**src/rtl/sar_emu_pkg.sv**
```systemverilog
package sar_emu_pkg;

    typedef enum logic [1:0] {
        S_IDLE  = 2'd0,
        S_CONV  = 2'd1,
        S_LATCH = 2'd2
    } conv_state_e;

endpackage

```
**src/rtl/sar_evt_decode.sv**
```systemverilog
// Turns the chip-select and strobe pins into a start pulse, a low-level flag and a read window.
module sar_evt_decode (
    input  logic clk,
    input  logic rst_n,
    input  logic cs_n,
    input  logic rd_conv,
    output logic start_evt,
    output logic both_low,
    output logic rd_win
);
    logic gate_now;
    logic gate_q;

    // Chip select and strobe combine as an OR; a fall of the combined level starts a conversion.
    assign gate_now = cs_n | rd_conv;

    always_ff @(posedge clk or negedge rst_n) begin
        if (!rst_n) gate_q <= 1'b1;
        else        gate_q <= gate_now;
    end

    assign start_evt = gate_q & ~gate_now;
    assign both_low  = ~gate_now;
    assign rd_win    = ~cs_n & rd_conv;

endmodule

```
**src/rtl/sar_conv_fsm.sv**
```systemverilog
module sar_conv_fsm
    import sar_emu_pkg::*;
#(
    parameter int RES_W       = 12,
    parameter int CONV_CYCLES = 12
) (
    input  logic             clk,
    input  logic             rst_n,
    input  logic             start_evt,
    input  logic             both_low,
    input  logic [RES_W-1:0] sample_in,
    output logic             busy,
    output logic             auto_restart,
    output logic             start_ok,
    output logic             start_drop,
    output logic             latch_pulse,
    output logic [RES_W-1:0] res_q
);
    localparam int CW = $clog2(CONV_CYCLES + 1);

    conv_state_e      state_q, state_d;
    logic [CW-1:0]    cnt_q;
    logic [RES_W-1:0] hold_q;
    logic             fresh_q;
    logic             in_idle;
    logic             go;

    assign in_idle = (state_q == S_IDLE);
    assign go      = in_idle & (start_evt | (fresh_q & both_low));

    always_comb begin
        state_d = state_q;
        unique case (state_q)
            S_IDLE:  if (go) state_d = S_CONV;
            S_CONV:  if (cnt_q == '0) state_d = S_LATCH;
            S_LATCH: state_d = S_IDLE;
            default: state_d = S_IDLE;
        endcase
    end

    always_ff @(posedge clk or negedge rst_n) begin
        if (!rst_n) begin
            state_q <= S_IDLE;
            cnt_q   <= '0;
            hold_q  <= '0;
            res_q   <= '0;
            fresh_q <= 1'b0;
        end else begin
            state_q <= state_d;
            fresh_q <= (state_q == S_LATCH);
            if (go) begin
                cnt_q  <= CW'(CONV_CYCLES - 1);
                hold_q <= sample_in;
            end else if (state_q == S_CONV && cnt_q != '0) begin
                cnt_q <= cnt_q - 1'b1;
            end
            if (state_q == S_LATCH) res_q <= hold_q;
        end
    end

    always_comb begin
        busy         = in_idle;
        auto_restart = in_idle & fresh_q & both_low;
        start_ok     = go;
        start_drop   = start_evt & ~in_idle;
        latch_pulse  = (state_q == S_LATCH);
    end

endmodule

```
**src/rtl/sar_err_track.sv**
```systemverilog
// Counts dropped starts and flags starts that come before the acquisition window has passed.
module sar_err_track #(
    parameter int ACQ_MIN = 4,
    parameter int CNT_W   = 4
) (
    input  logic             clk,
    input  logic             rst_n,
    input  logic             latch_pulse,
    input  logic             in_idle,
    input  logic             start_ok,
    input  logic             start_drop,
    output logic             acq_viol,
    output logic [CNT_W-1:0] ign_cnt
);
    localparam int AW = $clog2(ACQ_MIN + 1);

    logic [AW-1:0] acq_q;

    always_ff @(posedge clk or negedge rst_n) begin
        if (!rst_n) begin
            acq_q    <= AW'(ACQ_MIN);
            acq_viol <= 1'b0;
            ign_cnt  <= '0;
        end else begin
            if (latch_pulse)
                acq_q <= '0;
            else if (in_idle && acq_q < AW'(ACQ_MIN))
                acq_q <= acq_q + 1'b1;
            if (start_ok && acq_q < AW'(ACQ_MIN))
                acq_viol <= 1'b1;
            if (start_drop && ign_cnt != '1)
                ign_cnt <= ign_cnt + 1'b1;
        end
    end

endmodule

```
**src/rtl/sar_bus_fmt.sv**
```systemverilog
module sar_bus_fmt #(
    parameter int RES_W = 12,
    parameter int BUS_W = 16
) (
    input  logic             rd_win,
    input  logic             byte_sel,
    input  logic [RES_W-1:0] res_q,
    output logic             bus_en,
    output logic [BUS_W-1:0] bus_d
);
    localparam int PAD_W = BUS_W - RES_W;
    localparam int HI_W  = 8;
    localparam int LO_W  = RES_W - HI_W;

    logic [BUS_W-1:0] straight;
    logic [BUS_W-1:0] swapped;

    assign straight = {res_q, {PAD_W{1'b0}}};
    assign swapped  = {res_q[LO_W-1:0], {PAD_W{1'b0}}, res_q[RES_W-1:LO_W]};

    always_comb begin
        bus_en = rd_win;
        if (!rd_win)       bus_d = '0;
        else if (byte_sel) bus_d = swapped;
        else               bus_d = straight;
    end

endmodule

```
**src/rtl/sar_adc_if_emu.sv**
```systemverilog
module sar_adc_if_emu #(
    parameter int RES_W       = 12,
    parameter int BUS_W       = 16,
    parameter int CONV_CYCLES = 12,
    parameter int ACQ_MIN     = 4,
    parameter int CNT_W       = 4
) (
    input  logic             clk,
    input  logic             rst_n,
    input  logic             cs_n,
    input  logic             rd_conv,
    input  logic             byte_sel,
    input  logic [RES_W-1:0] sample_in,
    output logic             busy,
    output logic             bus_en,
    output logic [BUS_W-1:0] bus_d,
    output logic             auto_restart,
    output logic             acq_viol,
    output logic [CNT_W-1:0] ign_cnt
);
    logic             start_evt;
    logic             both_low;
    logic             rd_win;
    logic             start_ok;
    logic             start_drop;
    logic             latch_pulse;
    logic [RES_W-1:0] res_q;

    sar_evt_decode u_dec (
        .clk       (clk),
        .rst_n     (rst_n),
        .cs_n      (cs_n),
        .rd_conv   (rd_conv),
        .start_evt (start_evt),
        .both_low  (both_low),
        .rd_win    (rd_win)
    );

    sar_conv_fsm #(.RES_W(RES_W), .CONV_CYCLES(CONV_CYCLES)) u_fsm (
        .clk          (clk),
        .rst_n        (rst_n),
        .start_evt    (start_evt),
        .both_low     (both_low),
        .sample_in    (sample_in),
        .busy         (busy),
        .auto_restart (auto_restart),
        .start_ok     (start_ok),
        .start_drop   (start_drop),
        .latch_pulse  (latch_pulse),
        .res_q        (res_q)
    );

    sar_err_track #(.ACQ_MIN(ACQ_MIN), .CNT_W(CNT_W)) u_err (
        .clk         (clk),
        .rst_n       (rst_n),
        .latch_pulse (latch_pulse),
        .in_idle     (busy),
        .start_ok    (start_ok),
        .start_drop  (start_drop),
        .acq_viol    (acq_viol),
        .ign_cnt     (ign_cnt)
    );

    sar_bus_fmt #(.RES_W(RES_W), .BUS_W(BUS_W)) u_fmt (
        .rd_win   (rd_win),
        .byte_sel (byte_sel),
        .res_q    (res_q),
        .bus_en   (bus_en),
        .bus_d    (bus_d)
    );

endmodule

```
**config.mk**
```make
export PLATFORM = sky130hd
export DESIGN_NAME = sar_adc_if_emu
export DESIGN_NICKNAME = d
export VERILOG_FILES = /design/src/rtl/sar_emu_pkg.sv /design/src/rtl/sar_evt_decode.sv /design/src/rtl/sar_conv_fsm.sv /design/src/rtl/sar_err_track.sv /design/src/rtl/sar_bus_fmt.sv /design/src/rtl/sar_adc_if_emu.sv
export SDC_FILE = /design/constraint.sdc
export NUM_CORES = 1
export LEC_CHECK = 0
export ABC_CLOCK_PERIOD_IN_PS = 1900
export BUFFER_PORTS_ARGS = -buffer_cell sky130_fd_sc_hd__buf_2
export CELL_PAD_IN_SITES_DETAIL_PLACEMENT = 2
export CELL_PAD_IN_SITES_GLOBAL_PLACEMENT = 2
export CORE_UTILIZATION = 24
export CTS_CLUSTER_SIZE = 28
export DETAILED_ROUTE_END_ITERATION = 12
export PLACE_DENSITY_LB_ADDON = 0.25
export SLEW_MARGIN = 20
export SYNTH_ARGS = -nofsm -noshare
export SYNTH_HDL_FRONTEND = slang
export SYNTH_SLANG_ARGS = --single-unit
```
**constraint.sdc**
```tcl
create_clock -name clk -period 1.9 [get_ports clk]
set_input_delay 0.19 -clock clk [delete_from_list [all_inputs] [get_ports clk]]
set_output_delay 0.19 -clock clk [all_outputs]
set_load 0.02 [all_outputs]
```
==> results of run 1 <==
==> final timing paths <==
check | from | end | depth (start not counted)
max in group asynchronous | rst_n | u_dec.gate_q | 3
min in group asynchronous | rst_n | u_fsm.cnt_q[3] | 3
hold / removal | sample_in[10] | u_fsm.hold_q[10] | 2
setup / recovery | u_fsm.state_q[0] | auto_restart | 3
setup reg to reg | u_fsm.state_q[0] | u_fsm.hold_q[6] | 3
hold reg to reg | u_err.acq_viol | u_err.acq_viol | 1
==> worst register-to-register path: stages, from the launching register on <==
cell and delay (ns):
dfrtp_1 0.50, nor4_4 0.38, nand2_4 0.24, mux2_4 0.35
==> stage by stage <==
| step | hold WS [ns] | std cells | worst slack (ns) |
|---|---|---|---|
| after floorplan | -0.106 | 154 | 0.403 |
| after CTS | 0.117 | 299 | 0.147 |
| after detailed placement | 0.294 | 290 | 0.312 |
| after global routing | 0.118 | 299 | 0.105 |
| final | 0.128 | 299 | 0.195 |
| after global placement | 0.292 | 290 | 0.351 |
==> cell families after synthesis <==
| logic type | share of synthesized area |
|---|---|
| flops | 0.531 |
| simple gates | 0.142 |
| mux | 0.213 |
| compound gates | 0.0477 |
| xor+xnor | 0.00463 |
| buf+inv | 0.0357 |
| fa+ha+maj | 0.0265 |
==> registers in the layout (all words and copies together) (netlist names) <==
signal          cells
u_err.acq_q         3
u_fsm.state_q       2
u_fsm.fresh_q       1
u_fsm.hold_q       12
u_err.ign_cnt       4
u_fsm.res_q        12
u_err.acq_viol      1
u_dec.gate_q        1
u_fsm.cnt_q         4
==> power groups by stage <==
stage | clock network (mW) | registers [mW] | logic [mW]
final | 0.708 | 1.50 | 1.03
after global routing | 0.774 | 1.57 | 1.17
after CTS | 0.741 | 1.52 | 1.06
after detailed placement | 0 | 1.53 | 1.05
after global placement | 0 | 1.52 | 1.03
after floorplan | 0 | 1.49 | 0.781
==> metal layers <==
metal  vias up  wire length [µm]
met3         4               150
met2        23              1910
met5         -                 0
met1       652              1860
li1        626                 -
met4         0                38
==> placed cells by master, fill, tap and decap left out, types with 6 or more instances in the layout <==
master / n
mux2_2: 22
o21ai_0: 7
mux2i_1: 8
buf_2: 40
nor2_1: 13
inv_1: 7
and3_1: 6
dfrtp_1: 38
==> area by class of cell <==
class	count	area, µm²	area share
multi-input cells	101	820	0.351
well taps	99	124	0.0531
repair buffers	44	245	0.105
inverters	7	26.3	0.0113
clock inverters	3	46.3	0.0198
flip-flops and latches	40	1000	0.430
clock buffers	5	68.8	0.0295
==> flow_summary.yaml, run 1 <==
run_status:
  outcome: "finished clean"
clock_tree:
  cts_setup_buffers: 0
  cts_root_buf: "clkbuf_8"
  cts_buffers: 5
  cts.clk_slew.worst_paths_ns: 0.08
  cts.sinks: 40
  cts_tree: "yes"
  cts_buffer_depth: 2
  htree_levels: 2
  cts_resized: 0
  hold_buffers: 1
  clkLatencyLatePin_ns: 0.29
die:
  chipWidth_um: 90.8
  die-area_um2: 8240
  start_util: 0.254
  die_h_um: 90.8
  ios: 41
  core_region_area_um2: 7450
  num_rows: 31
global_routing:
  use_met1: 0.133
  grt_pass1_vias: 1434
  grt_max_degree: 41
  use_met3: 0.0295
  globalRoute.totalOverflow: 0
  globalRouteTotalUtil: 0.107
  antenna_found_initial: 0
  grt_pass1_wl_mm: 6.91
  top_usage_layer: "met2"
  grt.met2_usage: 0.176
timing:
  timing.fmax_mhz: 587
  max_slew_margin: 0.662
  rsz0062_at_grt: "false"
  fin_setup_tns_ns: 0
  clock_skew_ns: 0.00463
  finalHoldViolCount: 0
  worst_slew_pin_slew_ns: 0.507
  final.min_clock_period_ns: 1.70
  slew_violations: 0
  setup_violations: 0
  period_share: 0.897
detailed_routing:
  vias: 1305
  wl_mm: 3.96
  vias_per_cell: 4.36
  drc_errors: 0
  firstDrtPassIters: 4
  wl_per_cell_um: 13.2
  drtIter0Drc: 14
  ant_nets: 0
layout:
  fin_util: 0.313
  syn_to_final_growth_pct: 23.4
  postLayoutCellArea_um2: 2330
  fillCellCount: 827
  n_antenna_cell: 0
  fin_nets: 220
  layout-drive-gt1-share: 0.425
setup_path:
  cp_cell_sequence: "nor4_4 -> and2_1 -> buf_2"
  cp.buffers_inverters: 1
  cp-start-kind: "register"
  cpMaxStageDelayCell: "dfrtp_1"
  reg2reg_slack_ns: 0.32
  arrival_ns: 1.51
  cp-end-kind: "primary output"
  path_delay_family: "simple AND/OR/NAND/NOR gates"
  worstPathMaxFanout: 10
  critical_path_class: "register to primary output"
  crit_path_max_incr_delay_ns: 0.50
  worstPathRequired_ns: 1.71
logic_synthesis:
  syn_area_um2: 1890
  synth.largest_area_cell: "dfrtp_1"
  ys.warnings.count: 0
  synth-edff-count: 0
  synth_cell_types: 33
  synth_ff_type: "dfrtp_1"
  synth_seq_cells: 40
  syn-instance-count: 154
  synth_top_area_share: 0.503
  synth_common_cells: "dfrtp_1 (38), mux2_2 (22), nor2_1 (13)"
  seq_area_frac_synth: 0.531
  async_flop_share: 1.00
  syn_nets: 175
  yosys.cell_count.top_type: "dfrtp_1"
  syn_area_per_cell_um2: 12.3
  synthTopCellsByArea: "dfrtp_1 (50%), mux2_2 (13%), mux2i_1 (4.2%)"
power:
  p_leak_nw: 1.15
  p_per_area_nw_per_um2: 1390
  internal_power_mw: 2.16
  ir_worst_vdd_mv: 0.340
  power_mw: 3.25
  power_frac_seq: 0.463
  pwr-share-clk: 0.218
  switching_share: 0.334
  p_comb_frac: 0.318
  p_sw_mw: 1.09
worst_hold_path:
  min_path_type: "primary input to register"
placed_design:
  gp_congestion: 0.665
  place_area_um2: 2210
  port_buffers: 40
  dp_hpwl_mm: 2.90
run:
  drv_cap: 0
No activity file was read; power rests on OpenSTA's default activity.
==> run 2, diff against run 1 <==
--- a/config.mk
+++ b/config.mk
@@ -9,7 +9,7 @@
 export BUFFER_PORTS_ARGS = -buffer_cell sky130_fd_sc_hd__buf_2
 export CELL_PAD_IN_SITES_DETAIL_PLACEMENT = 2
 export CELL_PAD_IN_SITES_GLOBAL_PLACEMENT = 2
-export CORE_UTILIZATION = 24
+export CORE_UTILIZATION = 35
 export CTS_CLUSTER_SIZE = 28
 export DETAILED_ROUTE_END_ITERATION = 12
 export PLACE_DENSITY_LB_ADDON = 0.25
==> flow_summary.yaml, run 2 (synthesized netlist as in run 1, its figures left out) <==
power:
  power_mw: 3.20
  switching_share: 0.359
  ir_worst_vdd_mv: 0.491
  p_per_area_nw_per_um2: 1420
  p_comb_frac: 0.339
  power_frac_seq: 0.475
  p_leak_nw: 1.14
  internal_power_mw: 2.05
  pwr-share-clk: 0.186
  p_sw_mw: 1.15
detailed_routing:
  wl_mm: 4.63
  vias: 1355
  drtIter0Drc: 51
  firstDrtPassIters: 3
  drc_errors: 0
  wl_per_cell_um: 17.2
  ant_nets: 0
  vias_per_cell: 5.04
layout:
  layout-drive-gt1-share: 0.422
  top_regs: "u_fsm.hold_q (12), u_fsm.res_q (12)"
  fin_nets: 219
  postLayoutCellArea_um2: 2250
  most-common-layout-cells: "buf_2 (40), dfrtp_1 (38), mux2_2 (22), nor2_1 (13), mux2i_1 (8)"
  final_common_cell: "buf_2"
  n_antenna_cell: 0
  syn_to_final_growth_pct: 19.3
die:
  num_rows: 26
  ios: 41
  die_h_um: 75.5
  die-area_um2: 5700
  start_util: 0.368
  core_region_area_um2: 5140
  chipWidth_um: 75.5
global_routing:
  grt_pass1_wl_mm: 7.31
  grt_pass1_vias: 1407
  globalRouteTotalUtil: 0.180
  globalRoute.totalOverflow: 0
  antenna_found_initial: 0
  grt_max_degree: 41
setup_path:
  critical_path_class: "register to primary output"
  cp-start-kind: "register"
  cp.buffers_inverters: 1
  cp-end-kind: "primary output"
  worstPathRequired_ns: 1.71
  crit_path_max_incr_delay_ns: 0.51
  arrival_ns: 1.54
  cp_cell_sequence: "nor4_4 -> and2_1 -> buf_2"
  cpMaxStageDelayCell: "dfrtp_1"
  worstPathMaxFanout: 10
  path_delay_family: "simple AND/OR/NAND/NOR gates"
timing:
  setup_violations: 0
  finalHoldViolCount: 0
  max_slew_margin: 0.644
  timing.fmax_mhz: 579
  worst_slew_pin_slew_ns: 0.534
  final.min_clock_period_ns: 1.73
  slew_violations: 0
  period_share: 0.908
  clock_skew_ns: 0.00570
  whs_ns: 0.121
  fin_setup_tns_ns: 0
  rsz0062_at_grt: "false"
clock_tree:
  cts_root_buf: "clkbuf_8"
  hold_buffers: 1
  cts_tree: "yes"
  cts_buffer_depth: 2
  cts_setup_buffers: 0
  cts_resized: 0
  cts.clk_slew.worst_paths_ns: 0.08
  clkLatencyLatePin_ns: 0.30
  htree_levels: 2
  cts_buffers: 5
  cts.sinks: 40
placed_design:
  port_buffers: 40
  place_area_um2: 2150
  gp_congestion: 0.728
  dp_hpwl_mm: 3.17
worst_hold_path:
  min_path_type: "primary input to register"
run_status:
  outcome: "finished clean"
run:
  drv_cap: 0
==> run 2: changes by cell type in the layout (fill, tap and decap cells not counted) <==
cell,previous run,this run
clkbuf_8,5,6
buf_12,1,0
clkinv_2,0,2
inv_6,1,0
bufinv_16,1,0
clkinvlp_4,1,0
==> run 2: per-layer routing <==
| metal | up-vias | GRT usage | wire length, µm |
|---|---|---|---|
| met5 | - | 0 | 0 |
| met4 | 0 | 0.0576 | 70 |
| met3 | 7 | 0.0463 | 167 |
| met2 | 30 | 0.297 | 2350 |
| met1 | 694 | 0.232 | 2040 |
| li1 | 624 | - | - |
==> run 2: path summary, 6_finish.rpt <==
path	startpoint	endpoint	slack, ns	cells after the start
max in group asynchronous	rst_n	u_dec.gate_q	1.03	3
min in group asynchronous	rst_n	u_fsm.hold_q[4]	0.49	3
worst min-delay path	sample_in[2]	u_fsm.hold_q[2]	0.12	2
worst max-delay path	u_fsm.state_q[0]	auto_restart	0.17	3
worst min register to register	u_err.acq_viol	u_err.acq_viol	0.50	1
worst max register to register	u_fsm.cnt_q[0]	u_fsm.cnt_q[0]	0.22	5
==> run 2: cell type report <==
| type | count | area (µm²) |
|---|---|---|
| Tap cell | 70 | 87.6 |
| Inverter | 7 | 26.3 |
| Clock buffer | 6 | 82.6 |
| Clock inverter | 2 | 10.0 |
| Fill cell | 574 | 2890 |
| Timing Repair Buffer | 43 | 225 |
| Sequential cell | 40 | 1000 |
| Multi-Input combinational cell | 101 | 820 |
==> run 2: worst register-to-register path: cells and delay by family (launching register included) <==
kind,cells,cell delay [ns]
AO/OA/AOI/OAI,2,0.33
flip-flops,1,0.41
AND/OR/NAND/NOR,1,0.50
adder cells (fa/ha/maj),1,0.17
buffers and inverters,1,0.12
==> run 2: power groups by stage <==
stage	clock (mW)	combinational [mW]	sequential, mW
after global placement	0	1.01	1.50
after detailed placement	0	1.08	1.54
after floorplan	0	0.781	1.49
after CTS	0.623	1.11	1.53
after global routing	0.645	1.21	1.58
final	0.596	1.08	1.52
==> run 2: stage by stage <==
stage	util	std cells	setup WS (ns)
final	0.439	269	0.174
after global routing	0.439	269	0.0709
after CTS	0.439	269	0.141
after detailed placement	0.419	260	0.301
after global placement	0.419	260	0.360
after floorplan	-	154	0.403
